`src/rtl/piso_pkg.sv`:
```
package piso_pkg;
  // Effective shift clock: the enable (active low) forces the level high.
  function automatic logic eff_level(input logic sclk, input logic en_n);
    return sclk | en_n;
  endfunction

  // Rising edge of the effective clock between two samples.
  function automatic logic is_rise(input logic now_lvl, input logic prev_lvl);
    return now_lvl & ~prev_lvl;
  endfunction
endpackage

```
`src/rtl/piso_edge_det.sv`:
```
module piso_edge_det (
  input  logic clk,
  input  logic rst,
  input  logic level,
  output logic rise
);
  import piso_pkg::*;

  logic prev_q;

  always_ff @(posedge clk) begin
    if (rst) prev_q <= 1'b1;
    else     prev_q <= level;
  end

  assign rise = is_rise(level, prev_q);
endmodule

```
`src/rtl/piso_stages.sv`:
```
module piso_stages #(
  parameter int WIDTH = 8
) (
  input  logic             clk,
  input  logic             rst,
  input  logic             load,
  input  logic             shift,
  input  logic [WIDTH-1:0] par,
  input  logic             ser,
  output logic [WIDTH-1:0] q
);
  logic [WIDTH-1:0] q_r;
  logic [WIDTH-1:0] shifted;

  assign shifted[0] = ser;
  for (genvar i = 1; i < WIDTH; i++) begin : g_link
    assign shifted[i] = q_r[i-1];
  end

  always_ff @(posedge clk) begin
    if (rst)        q_r <= '0;
    else if (load)  q_r <= par;
    else if (shift) q_r <= shifted;
  end

  assign q = q_r;
endmodule

```
`src/rtl/piso_shreg.sv`:
```
module piso_shreg #(
  parameter int WIDTH = 8
) (
  input  logic             clk,
  input  logic             rst,
  input  logic             load_n,
  input  logic [WIDTH-1:0] par_in,
  input  logic             ser_in,
  input  logic             shift_clk,
  input  logic             clk_en_n,
  output logic             tail,
  output logic             tail_n
);
  import piso_pkg::*;

  localparam int LAST = WIDTH - 1;

  logic             eff_now;
  logic             eff_rise;
  logic             load_evt;
  logic             shift_evt;
  logic [WIDTH-1:0] stages;

  assign eff_now   = eff_level(shift_clk, clk_en_n);
  assign load_evt  = ~load_n;
  assign shift_evt = eff_rise & load_n;

  piso_edge_det u_edge (
    .clk   (clk),
    .rst   (rst),
    .level (eff_now),
    .rise  (eff_rise)
  );

  piso_stages #(.WIDTH(WIDTH)) u_stages (
    .clk   (clk),
    .rst   (rst),
    .load  (load_evt),
    .shift (shift_evt),
    .par   (par_in),
    .ser   (ser_in),
    .q     (stages)
  );

  assign tail   = stages[LAST];
  assign tail_n = ~stages[LAST];
endmodule

```
`config.mk`:
```
export PLATFORM = sky130hd
export DESIGN_NAME = piso_shreg
export DESIGN_NICKNAME = d
export VERILOG_FILES = /design/src/rtl/piso_pkg.sv /design/src/rtl/piso_edge_det.sv /design/src/rtl/piso_stages.sv /design/src/rtl/piso_shreg.sv
export SDC_FILE = /design/constraint.sdc
export NUM_CORES = 1
export LEC_CHECK = 0
export ABC_AREA = 1
export BUFFER_PORTS_ARGS = -buffer_cell sky130_fd_sc_hd__buf_2
export CORE_AREA = 2 2 39 41
export DETAILED_ROUTE_END_ITERATION = 8
export DIE_AREA = 0 0 41 43
export PLACE_DENSITY = 0.57
export SYNTH_ARGS = -nofsm -noshare
export SYNTH_HDL_FRONTEND = slang
export SYNTH_HIERARCHICAL = 1
export SYNTH_SLANG_ARGS = --single-unit
```
`constraint.sdc`:
```
create_clock -name clk -period 1 [get_ports clk]
set_input_delay 0.2 -clock clk [delete_from_list [all_inputs] [get_ports clk]]
set_output_delay 0.2 -clock clk [all_outputs]
set_load 0.05 [all_outputs]
```
**Word-level counts from Yosys, hierarchy flattened**

Index checks and enable logic that the tools add are counted.

- Register bits: 9
- Output and inout bits: 2
- Logic and storage cells: 10

- Eq/ne operators: 1
- Mux-type cells: 2
- Bitwise logic cells: 5

Operators with widths:

| cell | number |
|---|---|
| 8-bit 2-to-1 mux | 2 |
| 1-bit AND | 2 |
| 2-bit by 1-bit != test with 1-bit output (second input constant) | 1 |
| 1-bit inverter | 2 |
| 1-bit OR | 1 |

**Longest topological paths before layout**

Gate-level depths: netlist of run 1.

- Word-level depth: 5
- Depth in mapped cells: 12
- Mapped depth without buffers: 11

**Modules after synthesis**

Netlist of run 1, hierarchy kept.

By module, submodules not included:

| module | times used | cells an instance | area an instance (µm²) | seq. area each (µm²) |
|---|---|---|---|---|
| piso_stages | 1 | 63 | 411.6 | 160.2 |
| piso_edge_det | 1 | 5 | 37.5 | 20.0 |
| piso_shreg | 1 | 7 | 26.3 | 0.0 |

**Least setup slack after synthesis of run 1**

No wires, ideal clock.

- Path kind: reg-to-output
- Start point: register u_stages.q_r[7] (netlist: u_stages/q[7])
- End point: output tail_n
- Arrival time: 979 ps
- Required time: 800 ps
- Slack: -179 ps
- Cell stages (with the launch flop): 2
- Buffers on the path: 0
- Cell sequence: dfxtp_1 -> inv_1

- Word-level cells in the longest chain between the ends: 1

RTL lines:

| what | line | RTL |
|---|---|---|
| from (decl) | piso_stages.sv:12 | `logic [WIDTH-1:0] q_r;` |
| from (signal assigned) | piso_stages.sv:22 | `else if (load) q_r <= par;` |
| from (signal assigned) | piso_stages.sv:23 | `else if (shift) q_r <= shifted;` |
| 1-bit inverter | piso_shreg.sv:46 | `assign tail_n = ~stages[LAST];` |
| to (decl) | piso_shreg.sv:12 | `output logic tail_n` |

No other way between the ends.

**Worst setup path in the final report of run 1**

Ends and elaborated chain as after synthesis.

==> results of run 1 <==
-- logic make-up (layout without fill, tap and decap cells) --
| group | count (synthesis) | after routing | share of synthesized area |
|---|---|---|---|
| AND/OR/NAND/NOR | 45 | 45 | 0.426 |
| buffers and inverters | 19 | 39 | 0.174 |
| flip-flops | 9 | 9 | 0.379 |
| AO/OA/AOI/OAI | 2 | 2 | 0.0211 |
-- cells in the mapped netlist (all sizes together) --
library cell,instances
a21oi,2
buf,2
dfxtp,9
inv,17
nand2,31
nand3,12
nor2,2
-- power by group through the flow --
stage	combinational (W)	sequential (W)	clock, W
finish	0.000152	0.000391	0.000286
global route	0.000170	0.000393	0.000318
CTS	0.000149	0.000391	0.000304
detailed placement	0.000143	0.000399	0
global placement	0.000143	0.000399	0
floorplan	0.0000828	0.000404	0
-- worst min-delay path by stage --
stage | to | slack (ns) | depth (start not counted)
detailed placement | u_stages/q[4]$_SDFFE_PP0P_ | 0.42 | 2
floorplan | u_stages/q[4]$_SDFFE_PP0P_ | 0.27 | 1
global route | u_stages/q[6]$_SDFFE_PP0P_ | 0.14 | 2
global placement | u_stages/q[4]$_SDFFE_PP0P_ | 0.41 | 2
finish | u_stages/q[6]$_SDFFE_PP0P_ | 0.14 | 2
CTS | u_stages/q[4]$_SDFFE_PP0P_ | 0.13 | 2
-- metal layers --
metal | part of all wire | global-route usage | vias up
li1 | - | - | 266
met1 | 0.46 | 0.147 | 209
met2 | 0.49 | 0.188 | 9
met3 | 0.038 | 0.0314 | 2
met4 | 0.014 | 0.120 | 0
met5 | 0 | 0 | -
-- flip-flops by register name (all words and copies together), names as in the netlist --
| signal | cells |
|---|---|
| u_stages/q | 8 |
| u_edge/prev_q | 1 |
-- cell type report --
| type | count | area [µm²] | area share |
|---|---|---|---|
| repair buffers | 17 | 123 | 0.188 |
| inverters | 17 | 66.3 | 0.102 |
| multi-input cells | 47 | 223 | 0.342 |
| clock buffers | 4 | 26.3 | 0.0404 |
| flip-flops and latches | 9 | 185 | 0.285 |
| well taps | 16 | 20.0 | 0.0308 |
| repair inverters | 1 | 7.51 | 0.0115 |
-- through the flow --
step                instances  setup WS [ns]  hold WS, ns  TNS, ns  instance area [µm²]
floorplan                  75         0.0301        0.269        0                  477
global placement          107         -0.129        0.413   -0.964                  601
detailed placement        107         -0.141        0.416    -1.09                  601
CTS                       111       -0.00936        0.133  -0.0161                  636
global route              111        -0.0657        0.140   -0.405                  651
finish                    111        -0.0102        0.145  -0.0102                  651
-- repair_timing --
item	4_1_cts	5_1_grt
gates resized for setup	4	10
endpoints found under the setup margin	8	10
pin swaps	0	6
cloned	0	1
-- worst max-delay path, cell delays in order, from the launching register on --
cell     delay [ns]
dfxtp_4        0.36
inv_2          0.06
buf_8          0.13
==> run metrics, run 1 <==
synthesized instance count 75; Routed Antenna Nets 0; CTS Hold Bufs 0; Peak VDD IR 535 µV; Routed WL around 970 µm; largest area contributor in the netlist dfxtp_1; final hold vios 0; Die H between 40 and 50 µm; RSZ-0062 raised after global routing yes; P&R area growth vs syn 36.8%; Antenna diodes 0; first-pass GRT wire length 1.52 mm; fin crit share 1.01; Critical Path AT 0.81 ns; # fillers 147; CP Launch Point u_stages/q[7]$_SDFFE_PP0P_; GRT Util Overall 0.130; Tot Pwr 0.000829 W; Period minus WS final 1.01 ns; Root Buffer clkbuf_4; crit end category primary output; Nets 110; routed vias/inst 4.38; vias in the first global route 394; TritonCTS clock tree yes; Synth top area share 0.379; DP Wirelength about 700 µm; largest cells by area after synthesis dfxtp_1, nand2_1, nand3_1, inv_1, nor2_8; Int Pwr 0.000603 W; Seq/Total Area, Yosys 0.379; P_leak roughly 0.38 nW; initial DRC count 4; most common cell after layout, fill and taps aside nand2_1; Crit Path Max Fanout 3; NetSw roughly 0.00023 W; Final setup viols 1; crit path capture tail_n; Mean Syn Cell Area 6.34 µm²; FF+latch count, synth 9; clk buf depth 2; Fmax achieved 0.990 GHz; Initial Util 0.344; die width 41 µm; row count 14; Syn. warnings 6; clock network power share 0.345; Max-Cap Viols 0; WL/cell 8.77 µm; critical path type flop to primary output; sequential share of power 0.472; max-slew violation count 0; worst skew pair latency 0.26 ns; postcts setup bufs 0; largest net degree at the start of global routing 10; Comb power frac 0.183; initial antenna violation count 0; Hold Crit Class primary input to flop; reg-to-reg startpoint u_edge/prev_q$_SDFF_PP1_; Die ar. 0.00176 mm²; total CTS buffers 3; HP Start rst; Net Sw Frac 0.273; flop2flop setup slack 0.02 ns; Worst Max-Slew Pin Slew 0.196 ns; Data required, critical path roughly 0.8 ns; Layout Utilization 0.470; Clock Sink Count 9; status complete, but fails checks; GPL Wtd Cong 0.701; Pwr per Cell Area between 1000 and 1500 mW/mm²; Post-Syn Area 475 µm²; Clock Pin Slew Worst Setup and Hold Paths 0.06 ns; First-pass DRT Iterations 5; FF-to-FF End u_stages/q[1]$_SDFFE_PP0P_; Port-buffer cells 15; Core ar. about 0.0014 mm²; vias after detailed routing 486; Setup Skew 0.00278 ns; nature of the critical path startpoint flop; Worst R2R Path Depth 8; final setup margin -0.0102 ns; # H-tree levels 1; Remaining DRCs 0; Syn Nets 89; most frequent cells in the layout nand2_1, inv_1, buf_2; I/O pin cnt 16; total grt overflow 0; Yosys cell types 10; layout cell share with drive strength beyond 1 0.326; failing checks setup timing; max_slew headroom 0.869
Note: power is estimated with default switching activity, not from simulation.
==> run 2: changes to the inputs <==
- TNS_END_PERCENT: unset -> 5
==> run 2 against run 1 <==
Highest routed layer unchanged. The run now ends clean. Hold slack unchanged. Clock skew is 0.00056 ns higher. Count of clock-buffer cells in the layout is the same. Critical path type unchanged. Fmax rose by 1.3%. Largest power group unchanged. Non-clock buffer count is the same.
==> run metrics, run 2 (synthesized netlist as in run 1, its figures left out) <==
total grt overflow 0; Int Pwr 0.000601 W; die width 41 µm; Root Buffer clkbuf_4; status finished clean; TritonCTS clock tree yes; Pwr per Cell Area approximately 1300 mW/mm²; Data required, critical path ~0.8 ns; Port-buffer cells 15; initial DRC count 3; Die ar. ~0.0018 mm²; worst skew pair latency 0.26 ns; WL/cell 8.83 µm; Max-Cap Viols 0; most common cell after layout, fill and taps aside nand2_1; Comb power frac 0.179; crit end category primary output; Routed WL 980 µm; most frequent cells in the layout nand2_1, inv_1, buf_2; # H-tree levels 1; Die H ~43 µm; max reg flops 8; sequential share of power 0.474; final hold vios 0; Net Sw Frac 0.274; I/O pin cnt 16; Clock Pin Slew Worst Setup and Hold Paths about 0.06 ns; max_slew headroom 0.867; GPL Wtd Cong ~0.70; final setup margin 0.00323 ns; initial antenna violation count 0; Crit Path Max Fanout 3; DP Wirelength 720 µm; nature of the critical path startpoint flop; largest net degree at the start of global routing 10; Nets 110; layout cell share with drive strength beyond 1 0.326; NetSw between 0.0002 and 0.00025 W; Critical Path AT 0.80 ns; fin crit share 0.997; RSZ-0062 raised after global routing yes; CTS Hold Bufs 0; Antenna diodes 0; Period minus WS final 0.997 ns; Fmax achieved ~1 GHz; Tot Pwr 0.000827 W; clock network power share 0.347; vias in the first global route 394; Hold Crit Class primary input to flop; clk buf depth 2; Initial Util 0.344; vias after detailed routing 486; Final setup viols 0; Clock Sink Count 9; Non-Filler Instances 111; max-slew violation count 0; P&R area growth vs syn 34.7%; P_leak roughly 0.38 nW; Core ar. 0.00138 mm²; postcts setup bufs 0; Worst Max-Slew Pin Slew 0.199 ns; first-pass GRT wire length ~1.5 mm; pre-CTS worst setup slack -0.141 ns; Setup Skew 0.00335 ns; Peak VDD IR roughly 540 µV; routed vias/inst 4.38; total placed cells including tap cells 107; row count 14; Routed Antenna Nets 0; total CTS buffers 3; GRT Util Overall 0.130; critical path type flop to primary output; First-pass DRT Iterations 5; Remaining DRCs 0
## run 2: cell counts in the layout (fill, tap and decap cells not counted)
Identical to the previous run, type by type.
## run 2: power groups by stage
stage | clock [W] | combinational (W) | sequential (W)
6_report | 0.000287 | 0.000148 | 0.000393
5_1_grt | 0.000317 | 0.000166 | 0.000394
4_1_cts | 0.000304 | 0.000149 | 0.000391
3_3_place_gp | 0 | 0.000143 | 0.000399
2_1_floorplan | 0 | 0.0000828 | 0.000404
3_5_place_dp | 0 | 0.000143 | 0.000399
## run 2: routing by layer
layer  vias up  part of all wire  GRT usage
met5         -                 0          0
met4         0             0.014      0.120
met3         2             0.034     0.0314
met2         9              0.49      0.188
met1       209              0.46      0.147
li1        266                 -          -
## run 2: area by class of cell
type,count,area [µm²]
repair buffers,17,115
clock buffers,4,26.3
fillers,148,743
well taps,16,20.0
repair inverters,1,7.51
inverters,17,66.3
multi-input cells,47,223
flip-flops and latches,9,183
## run 2: worst max-delay path: stages, from the launching register on
cell	delay, ns
dfxtp_2	0.35
inv_2	0.04
buf_6	0.14
## run 2: stage by stage
step / TNS, ns / util / instance area (µm²) / hold WS [ns]
3_3_place_gp: -0.964 / 0.434 / 601 / 0.413
6_report: 0 / 0.463 / 641 / 0.145
3_5_place_dp: -1.09 / 0.434 / 601 / 0.416
5_1_grt: -0.419 / 0.463 / 641 / 0.140
2_1_floorplan: 0 / - / 477 / 0.269
4_1_cts: -0.0161 / 0.459 / 636 / 0.133
## run 2: path summary, 6_finish.rpt
check / start / end / slack [ns] / cells after the start
setup reg to reg: u_edge/prev_q$_SDFF_PP1_ / u_stages/q[1]$_SDFFE_PP0P_ / 0.02 / 8
setup / recovery: u_stages/q[7]$_SDFFE_PP0P_ / tail_n / 0.003 / 2
hold reg to reg: u_stages/q[6]$_SDFFE_PP0P_ / u_stages/q[6]$_SDFFE_PP0P_ / 0.47 / 2
hold / removal: rst / u_stages/q[6]$_SDFFE_PP0P_ / 0.14 / 2
## run 2: what timing repair did
action,4_1_cts,5_1_grt
gates resized for setup,4,7
endpoints found under the setup margin,8,10
cloned,0,1
pin swaps,0,6
==> run 3: changes to the inputs <==
- CELL_PAD_IN_SITES_DETAIL_PLACEMENT: unset -> 0
- CELL_PAD_IN_SITES_GLOBAL_PLACEMENT: unset -> 1
- CORE_AREA: 2 2 39 41 -> unset
- CORE_MARGIN: unset -> 2
- CORE_UTILIZATION: unset -> 31
- DIE_AREA: 0 0 41 43 -> unset
- PLACE_DENSITY: 0.57 -> 0.71
==> run 3 against run 2 <==
Hold slack better by 0.0022 ns. The run now ends with setup timing left. Final cell count is 0.90% higher. Largest power group unchanged. Core utilization is 2.1 points lower.
==> run metrics, run 3 (synthesized netlist as in run 1, its figures left out) <==
failing checks setup timing; Crit path depth 8; Worst R2R Path Depth 8; Clock Pin Slew Worst Setup and Hold Paths 0.06 ns; max_slew headroom 0.825; Tot Pwr 0.000823 W; Die ar. 0.00186 mm²; CP Launch Point u_edge/prev_q$_SDFF_PP1_; clock network power share 0.344; GRT Util Overall 0.125; Core ar. ~0.0015 mm²; WL/cell 9.13 µm; pre-CTS worst setup slack -0.168 ns; I/O pin cnt 16; Setup Skew roughly 0.0012 ns; Max-Cap Viols 0; Remaining DRCs 0; total CTS buffers 3; initial antenna violation count 0; row count 14; Layout Utilization 0.442; final hold vios 0; largest net degree at the start of global routing 10; HP Start rst; Port-buffer cells 15; # H-tree levels 1; largest delay contributor family on the critical path simple AND/OR/NAND/NOR gates; clk buf depth 2; Routed WL between 1 and 1.5 mm; final setup margin -0.0200 ns; Crit Path Max Fanout 4; die width 43.2 µm; most frequent cells in the layout nand2_1, inv_1, buf_2; flop2flop setup slack -0.02 ns; routed vias/inst between 4 and 5; sequential share of power 0.476; RSZ-0062 raised after global routing yes; FF-to-FF End u_stages/q[3]$_SDFFE_PP0P_; vias after detailed routing 463; Routed Antenna Nets 0; Peak VDD IR 596 µV; CTS Hold Bufs 0; Critical-path top delay cell dfxtp_2; Comb power frac 0.181; P_leak 0.389 nW; vias in the first global route 381; Int Pwr 0.000599 W; critical path, cell by cell nor2_2 -> nand2_2 -> clkinv_4 -> buf_12 -> nand3_1 -> nand3_2 -> nand2_1 -> inv_1; Placed Area 588 µm²; NetSw 0.000225 W; nature of the critical path startpoint flop; Worst Max-Slew Pin Slew 0.263 ns; reg-to-reg startpoint u_edge/prev_q$_SDFF_PP1_; Root Buffer clkbuf_4; total grt overflow 0; CP bufs+invs 3; P&R area growth vs syn 36.8%; max reg flops 8; Hold Crit Class primary input to flop; Critical Path Max Stage Delay between 0.3 and 0.4 ns; layout cell share with drive strength beyond 1 0.344; Nets 111; Data required, critical path between 1 and 1.5 ns; status complete, but fails checks; worst skew pair latency 0.26 ns; GPL Wtd Cong 0.675; Final setup viols 6; Critical Path AT ~1.2 ns; initial DRC count 8; DP Wirelength between 600 and 700 µm; Initial Util 0.323; First-pass DRT Iterations 4; Period minus WS final 1.02 ns; max-slew violation count 0; most common cell after layout, fill and taps aside nand2_1; critical path type flop to flop; Fmax achieved between 0.9 and 1 GHz; Die H 43.2 µm; Net Sw Frac 0.273; Pwr per Cell Area roughly 1300 mW/mm²; Clock Sink Count 9; fin crit share 1.02; Design Area, Final ~650 µm²; crit end category flop; TritonCTS clock tree yes; Antenna diodes 0; first-pass GRT wire length 1.66 mm; crit path capture u_stages/q[3]$_SDFFE_PP0P_
run 3: cell types whose count changed in the layout (fill, tap and decap cells not counted):
cell and change:
buf_4 +1, clkinvlp_4 -1, inv_4 -1, clkinv_4 +1
nand2_2 +1, clkinv_2 +1, nand2_1 -1
run 3: how the worst min path moves through the flow:
stage                                       endpoint  slack [ns]  depth (start not counted)
final                     u_stages/q[4]$_SDFFE_PP0P_        0.15                          2
after global routing      u_stages/q[6]$_SDFFE_PP0P_        0.14                          2
after detailed placement  u_stages/q[4]$_SDFFE_PP0P_        0.42                          2
after global placement    u_stages/q[4]$_SDFFE_PP0P_        0.42                          2
after CTS                 u_stages/q[4]$_SDFFE_PP0P_        0.13                          2
after floorplan           u_stages/q[4]$_SDFFE_PP0P_        0.27                          1
run 3: area by class of cell:
cell class              count  area, µm²
well taps                  16       20.0
repair inverters            1       5.00
fillers                   170        821
repair buffers             18        123
clock buffers               4       26.3
multi-input cells          47        225
inverters                  17       68.8
flip-flops and latches      9        183
run 3: routing by layer:
layer / routed length, µm / global-route usage
met4: 13 / 0.109
met2: 451 / 0.173
met1: 528 / 0.153
met3: 27 / 0.0383
met5: 0 / 0
run 3: power groups by stage:
| stage | Combinational, W | Clock [W] | Sequential (W) |
|---|---|---|---|
| floorplan | 0.0000828 | 0 | 0.000404 |
| global placement | 0.000138 | 0 | 0.000398 |
| detailed placement | 0.000139 | 0 | 0.000397 |
| CTS | 0.000144 | 0.000303 | 0.000389 |
| global route | 0.000166 | 0.000326 | 0.000393 |
| finish | 0.000149 | 0.000283 | 0.000392 |
run 3: through the flow:
stage	setup TNS (ns)	instances	hold WS, ns
2_1_floorplan	0	75	0.269
3_3_place_gp	-1.17	107	0.416
3_5_place_dp	-1.21	107	0.417
4_1_cts	-0.0472	111	0.133
5_1_grt	-0.549	112	0.140
6_report	-0.0911	112	0.147
run 3: repair_timing:
item                                    CTS  global route
resized for setup                         4             9
setup buffers                             0             1
gates cloned                              0             1
pin swaps                                 0             9
endpoints found under the setup margin    8            10
